[src/rtl/dfe_pkg.sv]
package dfe_pkg;

    localparam int SAMPLE_W = 8;
    localparam int WEIGHT_W = 8;
    localparam int NTAPS    = 4;

    // Width that holds sample minus NTAPS full-scale terms without wrap
    function automatic int acc_width(input int sw, input int ww, input int n);
        return ((sw > ww) ? sw : ww) + $clog2(n + 1) + 1;
    endfunction

    localparam int ACC_W = acc_width(SAMPLE_W, WEIGHT_W, NTAPS);

    // Registered slicer result
    typedef struct packed {
        logic valid;
        logic dec;
    } slice_flags_t;

endpackage

[src/rtl/dfe_history.sv]
module dfe_history #(
    parameter int NTAPS = dfe_pkg::NTAPS
) (
    input  logic             clk,
    input  logic             rst,
    input  logic             d_in,
    output logic [NTAPS-1:0] hist   // hist[k-1] is the decision k symbols back; 1 = +1
);

    generate
        if (NTAPS == 1) begin : g_single
            always_ff @(posedge clk) begin
                if (rst) hist <= '0;
                else     hist <= d_in;
            end
        end else begin : g_chain
            always_ff @(posedge clk) begin
                if (rst) hist <= '0;
                else     hist <= {hist[NTAPS-2:0], d_in};
            end
            for (genvar k = 1; k < NTAPS; k++) begin : g_chk
                AST_HIST_SHIFT: assert property (@(posedge clk) disable iff (rst)
                    !$past(rst) |-> hist[k] == $past(hist[k-1]));
            end
        end
    endgenerate

endmodule

[src/rtl/dfe_feedback.sv]
module dfe_feedback #(
    parameter int NTAPS    = dfe_pkg::NTAPS,
    parameter int WEIGHT_W = dfe_pkg::WEIGHT_W,
    parameter int ACC_W    = dfe_pkg::ACC_W
) (
    input  logic [NTAPS*WEIGHT_W-1:0] weights,
    input  logic [NTAPS-1:0]          hist,
    input  logic                      bypass,
    output logic signed [ACC_W-1:0]   fb
);

    localparam int LIMIT = NTAPS * (2 ** (WEIGHT_W - 1));

    logic signed [ACC_W-1:0] term [NTAPS];

    generate
        for (genvar k = 0; k < NTAPS; k++) begin : g_tap
            logic signed [ACC_W-1:0] w_ext;
            assign w_ext = ACC_W'($signed(weights[k*WEIGHT_W +: WEIGHT_W]));
            always_comb begin
                if (bypass)       term[k] = '0;
                else if (hist[k]) term[k] = w_ext;
                else              term[k] = -w_ext;
            end
        end
    endgenerate

    always_comb begin
        fb = '0;
        for (int k = 0; k < NTAPS; k++) fb = fb + term[k];
    end

    always_comb begin
        AST_NO_OVERFLOW: assert (fb <= ACC_W'(LIMIT) && fb >= -ACC_W'(LIMIT));
    end

endmodule

[src/rtl/dfe_slicer.sv]
module dfe_slicer #(
    parameter int NTAPS = dfe_pkg::NTAPS,
    parameter int ACC_W = dfe_pkg::ACC_W
) (
    input  logic                    clk,
    input  logic                    rst,
    input  logic signed [ACC_W-1:0] corr,
    output logic                    dec_now,
    output logic                    dec_q,
    output logic signed [ACC_W-1:0] corr_q,
    output logic                    valid_q
);

    localparam int CNT_W = $clog2(NTAPS + 1);

    logic [CNT_W-1:0]      seen;
    dfe_pkg::slice_flags_t flags;

    assign dec_now = (corr >= 0);

    always_ff @(posedge clk) begin
        if (rst) begin
            seen   <= '0;
            flags  <= '0;
            corr_q <= '0;
        end else begin
            if (seen != CNT_W'(NTAPS)) seen <= seen + 1'b1;
            flags.valid <= (seen == CNT_W'(NTAPS));
            flags.dec   <= dec_now;
            corr_q      <= corr;
        end
    end

    assign dec_q   = flags.dec;
    assign valid_q = flags.valid;

    AST_VALID_STICKY: assert property (@(posedge clk) disable iff (rst)
        valid_q |=> valid_q);

endmodule

[src/rtl/dfe_loop.sv]
module dfe_loop #(
    parameter int SAMPLE_W = dfe_pkg::SAMPLE_W,
    parameter int WEIGHT_W = dfe_pkg::WEIGHT_W,
    parameter int NTAPS    = dfe_pkg::NTAPS,
    localparam int ACC_W   = dfe_pkg::acc_width(SAMPLE_W, WEIGHT_W, NTAPS)
) (
    input  logic                      clk,
    input  logic                      rst,
    input  logic [SAMPLE_W-1:0]       sample,
    input  logic [NTAPS*WEIGHT_W-1:0] weights,
    input  logic                      bypass,
    output logic                      dec_bit,
    output logic [ACC_W-1:0]          corr_out,
    output logic                      dec_valid
);

    logic [NTAPS-1:0]        hist;
    logic signed [ACC_W-1:0] fb;
    logic signed [ACC_W-1:0] s_ext;
    logic signed [ACC_W-1:0] corr;
    logic signed [ACC_W-1:0] corr_q;
    logic                    dec_now;

    assign s_ext = ACC_W'($signed(sample));
    assign corr  = s_ext - fb;

    dfe_feedback #(.NTAPS(NTAPS), .WEIGHT_W(WEIGHT_W), .ACC_W(ACC_W)) u_fb (
        .weights (weights),
        .hist    (hist),
        .bypass  (bypass),
        .fb      (fb)
    );

    dfe_slicer #(.NTAPS(NTAPS), .ACC_W(ACC_W)) u_slc (
        .clk     (clk),
        .rst     (rst),
        .corr    (corr),
        .dec_now (dec_now),
        .dec_q   (dec_bit),
        .corr_q  (corr_q),
        .valid_q (dec_valid)
    );

    dfe_history #(.NTAPS(NTAPS)) u_hist (
        .clk  (clk),
        .rst  (rst),
        .d_in (dec_now),
        .hist (hist)
    );

    assign corr_out = corr_q;

    AST_TAP1_FEED: assert property (@(posedge clk) disable iff (rst)
        hist[0] == dec_bit);

    AST_BYPASS_PLAIN: assert property (@(posedge clk) disable iff (rst)
        bypass |=> $signed(corr_out) == ACC_W'($signed($past(sample))));

endmodule

[config.mk]
export PLATFORM = sky130hd
export DESIGN_NAME = dfe_loop
export DESIGN_NICKNAME = d
export VERILOG_FILES = /design/src/rtl/dfe_pkg.sv /design/src/rtl/dfe_history.sv /design/src/rtl/dfe_feedback.sv /design/src/rtl/dfe_slicer.sv /design/src/rtl/dfe_loop.sv
export SDC_FILE = /design/constraint.sdc
export NUM_CORES = 1
export LEC_CHECK = 0
export CORE_UTILIZATION = 45
export DETAILED_ROUTE_END_ITERATION = 12
export DONT_BUFFER_PORTS = 1
export HOLD_SLACK_MARGIN = 0.12
export PLACE_DENSITY = 0.6
export SYNTH_ARGS = -nofsm -noshare
export SYNTH_HDL_FRONTEND = slang
export SYNTH_SLANG_ARGS = --single-unit
export TNS_END_PERCENT = 50
[constraint.sdc]
create_clock -name clk -period 4.77 [get_ports clk]
set_clock_uncertainty 0.2 [all_clocks]
set_input_delay 0 -clock clk [delete_from_list [all_inputs] [get_ports clk]]
set_output_delay 0 -clock clk [all_outputs]
set_load 0.005 [all_outputs]
==> tab_implementation.tex <==
\begin{tabular}{lr}
\hline
Metric & Value \\
\hline
\multicolumn{2}{l}{\textbf{Clocking}} \\
Count of buffers added by post-CTS timing repair for setup & 0 \\
Worst-path clk slew & 0.09 ns \\
H-Tree Depth & 1 \\
Buffer cell driving the clock tree root & sky130\_fd\_sc\_hd\_\_clkbuf\_8 \\
Number of buffers inserted during clock tree synthesis & 3 \\
Number of sinks on the clock net & 20 \\
Worst-case clock buffer depth & 2 \\
Clk Latency, worst-skew pair & about 0.27 ns \\
Clock tree from TritonCTS & built \\
\multicolumn{2}{l}{\textbf{Worst setup path}} \\
Critical path data arrival time & 4.53 ns \\
Cell breakdown of the critical path & a211oi\_1, a21oi\_1, or2\_2, fa\_1, fa\_1, inv\_1, fa\_1, inv\_1, ha\_4, nand2\_1, or4\_4, o21a\_4, nor4\_4, o21ai\_0, nand2\_1 \\
CP Data Required Time & 4.78 ns \\
Endpoint of the worst-slack reg-to-reg timing path & u\_slc.corr\_q[11]\$\_SDFF\_PP0\_ \\
Launch instance of the worst register-to-register path & u\_hist.hist[1]\$\_SDFF\_PP0\_ \\
Register-to-register setup slack & 0.26 ns \\
Largest fanout on the critical path & 15 \\
Most used cell, CP & sky130\_fd\_sc\_hd\_\_fa\_1 \\
Longest individual stage delay on the worst path & 0.55 ns \\
Critical Path End Type & flip-flop \\
Depth of the most critical reg-to-reg path & 15 \\
Crit path launch type & flip-flop \\
Path type of the worst setup path & reg2reg \\
Cell with the biggest individual delay on the critical path & sky130\_fd\_sc\_hd\_\_fa\_1 \\
\multicolumn{2}{l}{\textbf{Global routing}} \\
Remaining global-route overflow & 0 \\
Met1 demand-to-capacity share in global routing & 26.5\% \\
Initial antenna violation count & 0 \\
Routing usage on met2 & 33.7\% \\
Total routing usage reported by global routing & 19.7\% \\
Met3 usage & 3.08\% \\
Via count of the first global-routing pass & 2473 \\
First-pass GRT wire length & about 11 mm \\
Most utilized layer in the global route result & met2 \\
Largest net degree at the start of global routing & 43 \\
\multicolumn{2}{l}{\textbf{Power}} \\
Internal cell power & 1.10 mW \\
Switching power as a share of total power & $\sim$47\% \\
Total design power & roughly 2.1 mW \\
Lkg Pwr & 1.49 nW \\
Max rail drop VDD & 0.000334 V \\
Total power density per cell area & between 600 and 700 nW/um2 \\
Sequential Power Share & 13.1\% \\
Clock share of power & 8.5\% \\
Switching power & 0.987 mW \\
Combinational fraction of design power & around four fifths \\
\multicolumn{2}{l}{\textbf{STA}} \\
Count of endpoints failing hold in the final timing report & 0 \\
Setup repair after global routing missed its margin & no \\
Final hold slack & roughly 0.17 ns \\
Period utilisation layout & 94.6\% \\
Setup\_tns & 0 ns \\
Worst-case headroom to the max-slew limit & 33.3\% \\
Slew Limit Fails & 0 \\
Setup violators final & 0 \\
Post-layout minimum cycle time & 4.51 ns \\
Maximum clock frequency & 0.222 GHz \\
Final worst slack & 0.256 ns \\
Least-Margin Pin Slew & about 1.0 ns \\
\multicolumn{2}{l}{\textbf{Final layout}} \\
Share of cells above drive strength 1 & 8.67\% \\
Number of filler cells placed in the layout & 668 \\
Layout overhead on the synthesized area & 7.62\% \\
Final core occ & 50.0\% \\
Post-route cell area & 3380 um2 \\
Layout Cells excl Fill & between 400 and 500 \\
\# diodes & 0 \\
Post-layout net count & about 490 \\
\multicolumn{2}{l}{\textbf{Yosys}} \\
Share of synthesized flip-flops with an asynchronous set or reset & 0\% \\
Flops \& latches, synth & 20 \\
Total of warnings raised by yosys & 0 \\
Synthesized instance count & 389 \\
Mapped Area & $\sim$3100 um2 \\
Commonest register cell after synthesis & sky130\_fd\_sc\_hd\_\_dfxtp\_1 \\
Mapped Nets & around 480 \\
Unique masters post-synth & 42 \\
Fraction of the yosys area taken by sequential cells & between 10\% and 20\% \\
Synthesized area per cell & $\sim$8 um2 \\
Count of flip-flops with a built-in enable after synthesis & 0 \\
\multicolumn{2}{l}{\textbf{Floorplanning}} \\
Die width & 85.5 um \\
Die Height & 85.5 um \\
Initial Utilization & a little under half \\
Core area & 6760 um2 \\
I/O pin cnt & 57 \\
Overall die area & 7310 um2 \\
\# rows & 30 \\
\multicolumn{2}{l}{\textbf{Placement}} \\
Pre-CTS setup slack & about 0.074 ns \\
Number of port buffers & 0 \\
Cell area reported after detailed placement & between 3000 and 4000 um2 \\
Final HPWL from detailed placement & approximately 5.4 mm \\
Last weighted congestion value of the routability-driven placer & 0.765 \\
Cells after DPL & 463 \\
\multicolumn{2}{l}{\textbf{Run status}} \\
Run status & complete, no violations \\
\multicolumn{2}{l}{\textbf{Detailed routing}} \\
Routed via count & 2555 \\
Final WL & 6.61 mm \\
DRT iter0 DRCs & 104 \\
Remaining routing DRC violations & 0 \\
Antenna Violating Nets Remaining & 0 \\
Number of vias per cell after detailed routing & 5.41 \\
Iteration count of the initial detailed-routing pass & 5 \\
Routed wire length per instance & 14.0 um \\
\multicolumn{2}{l}{\textbf{Min path}} \\
Min-Delay Path Depth & 4 \\
Type of the most critical hold path & in2reg \\
Hold endpoint & u\_slc.corr\_q[0]\$\_SDFF\_PP0\_ \\
Hold path startpoint & bypass \\
\multicolumn{2}{l}{\textbf{Run}} \\
Number of max-capacitance violations reported & 0 \\
\hline
\end{tabular}
## synthesized netlist by cell type, types with 2 or more instances
| cell type | count | share of area, % |
|---|---|---|
| sky130_fd_sc_hd__a2111oi_0 | 2 | 0.56 |
| sky130_fd_sc_hd__a211oi_1 | 4 | 0.96 |
| sky130_fd_sc_hd__a21o_1 | 16 | 3.8 |
| sky130_fd_sc_hd__a21oi_1 | 23 | 3.7 |
| sky130_fd_sc_hd__a311oi_2 | 2 | 0.96 |
| sky130_fd_sc_hd__a31oi_1 | 3 | 0.60 |
| sky130_fd_sc_hd__buf_1 | 3 | 0.36 |
| sky130_fd_sc_hd__clkbuf_1 | 8 | 0.96 |
| sky130_fd_sc_hd__dfxtp_1 | 20 | 13 |
| sky130_fd_sc_hd__fa_1 | 33 | 21 |
| sky130_fd_sc_hd__ha_1 | 19 | 7.6 |
| sky130_fd_sc_hd__inv_1 | 67 | 8.0 |
| sky130_fd_sc_hd__mux2i_1 | 4 | 1.3 |
| sky130_fd_sc_hd__nand2_1 | 13 | 1.6 |
| sky130_fd_sc_hd__nand2b_1 | 15 | 3.0 |
| sky130_fd_sc_hd__nor2_1 | 30 | 3.6 |
| sky130_fd_sc_hd__nor2b_1 | 6 | 1.2 |
| sky130_fd_sc_hd__nor3_1 | 18 | 2.9 |
| sky130_fd_sc_hd__nor4_1 | 3 | 0.60 |
| sky130_fd_sc_hd__nor4_4 | 2 | 1.4 |
| sky130_fd_sc_hd__o21a_1 | 6 | 1.4 |
| sky130_fd_sc_hd__o21ai_0 | 23 | 3.7 |
| sky130_fd_sc_hd__o21bai_1 | 3 | 0.72 |
| sky130_fd_sc_hd__or2_2 | 8 | 1.6 |
| sky130_fd_sc_hd__or3_1 | 12 | 2.4 |
| sky130_fd_sc_hd__or4_4 | 2 | 0.72 |
| sky130_fd_sc_hd__xnor2_1 | 10 | 2.8 |
| sky130_fd_sc_hd__xor2_1 | 20 | 5.6 |
## how the worst max path moves through the flow
| stage | from | end | slack (ns) | depth (start not counted) |
|---|---|---|---|---|
| detailed placement | weights[8] | u_slc.corr_q[11]$_SDFF_PP0_ | 0.07 | 18 |
| global route | u_hist.hist[1]$_SDFF_PP0_ | u_slc.corr_q[11]$_SDFF_PP0_ | 0.02 | 15 |
| floorplan | u_hist.hist[1]$_SDFF_PP0_ | u_slc.corr_q[10]$_SDFF_PP0_ | 0.26 | 15 |
| finish | u_hist.hist[1]$_SDFF_PP0_ | u_slc.corr_q[11]$_SDFF_PP0_ | 0.26 | 15 |
| CTS | u_hist.hist[1]$_SDFF_PP0_ | u_slc.corr_q[11]$_SDFF_PP0_ | 0.009 | 15 |
| global placement | weights[8] | u_slc.corr_q[11]$_SDFF_PP0_ | 0.10 | 18 |
## cell type report
class	instances	area (um2)	share of cell area (%)
Clock buffer	3	41.3	1.22
Inverter	67	251	7.45
Multi-Input combinational cell	291	2460	72.9
Timing Repair Buffer	10	87.6	2.59
Tap cell	80	100	2.96
Sequential cell	20	404	12.0
Clock inverter	1	30.0	0.889
## sequential cells by signal, summed over array words and instances (netlist names)
| register | cells |
|---|---|
| u_slc.valid_q | 1 |
| u_slc.corr_q | 12 |
| u_slc.seen | 3 |
| u_hist.hist | 4 |
## power groups by stage
stage / sequential [mW] / clock, mW / combinational, mW
2_1_floorplan: 0.255 / 0 / 1.29
3_3_place_gp: 0.277 / 0 / 1.57
3_5_place_dp: 0.277 / 0 / 1.58
4_1_cts: 0.273 / 0.186 / 1.60
5_1_grt: 0.281 / 0.191 / 1.87
6_report: 0.273 / 0.178 / 1.63
## what timing repair did
action / in CTS / in global routing
hold buffers: 5 / 0
setup endpoints to repair: 0 / 3
hold endpoints to repair: 20 / 0
gates resized for setup: 0 / 7
## cells by family (layout without fill, tap and decap cells)
logic type,count (synthesis),after routing,synth area share [%]
fa+ha+maj,52,52,28.6
flops,20,20,12.8
mux,5,5,1.63
simple gates,114,114,20.2
buf+inv,78,81,9.33
compound gates,90,90,19.1
xor+xnor,30,30,8.37
## metal layers
metal	vias to the layer above	routed length [um]
met5	-	0
met2	60	3100
met3	4	411
li1	1292	-
met4	0	63
met1	1199	3030
## cell usage in the layout (no fill, tap or decap), types with 2 or more instances in the layout
| master | count |
|---|---|
| sky130_fd_sc_hd__dlygate4sd3_1 | 5 |
| sky130_fd_sc_hd__or4_4 | 2 |
| sky130_fd_sc_hd__o21bai_1 | 3 |
| sky130_fd_sc_hd__nand2_1 | 13 |
| sky130_fd_sc_hd__ha_1 | 18 |
| sky130_fd_sc_hd__o21ai_0 | 22 |
| sky130_fd_sc_hd__or3_1 | 12 |
| sky130_fd_sc_hd__buf_4 | 5 |
| sky130_fd_sc_hd__a211oi_1 | 4 |
| sky130_fd_sc_hd__nor2_1 | 30 |
| sky130_fd_sc_hd__xor2_1 | 20 |
| sky130_fd_sc_hd__clkbuf_8 | 3 |
| sky130_fd_sc_hd__a21o_1 | 16 |
| sky130_fd_sc_hd__fa_1 | 33 |
| sky130_fd_sc_hd__inv_1 | 67 |
| sky130_fd_sc_hd__dfxtp_1 | 17 |
| sky130_fd_sc_hd__dfxtp_2 | 3 |
| sky130_fd_sc_hd__nor4_1 | 3 |
| sky130_fd_sc_hd__nor3_1 | 18 |
| sky130_fd_sc_hd__nor4_4 | 2 |
| sky130_fd_sc_hd__nand2b_1 | 15 |
| sky130_fd_sc_hd__nor2b_1 | 6 |
| sky130_fd_sc_hd__a31oi_1 | 3 |
| sky130_fd_sc_hd__a311oi_2 | 2 |
| sky130_fd_sc_hd__mux2i_1 | 4 |
| sky130_fd_sc_hd__a21oi_1 | 23 |
| sky130_fd_sc_hd__or2_2 | 8 |
| sky130_fd_sc_hd__o21a_1 | 6 |
| sky130_fd_sc_hd__xnor2_1 | 10 |
## worst max-delay path: cells and delay by family (launching register included)
family | cells | cell delay (ns)
adders and majority gates | 4 | 1.83
AOI/OAI and AO/OA | 4 | 0.66
and+or+nand+nor | 5 | 1.23
buffers and inverters | 2 | 0.11
DFF | 1 | 0.40
(Power assumes the default switching activity.)
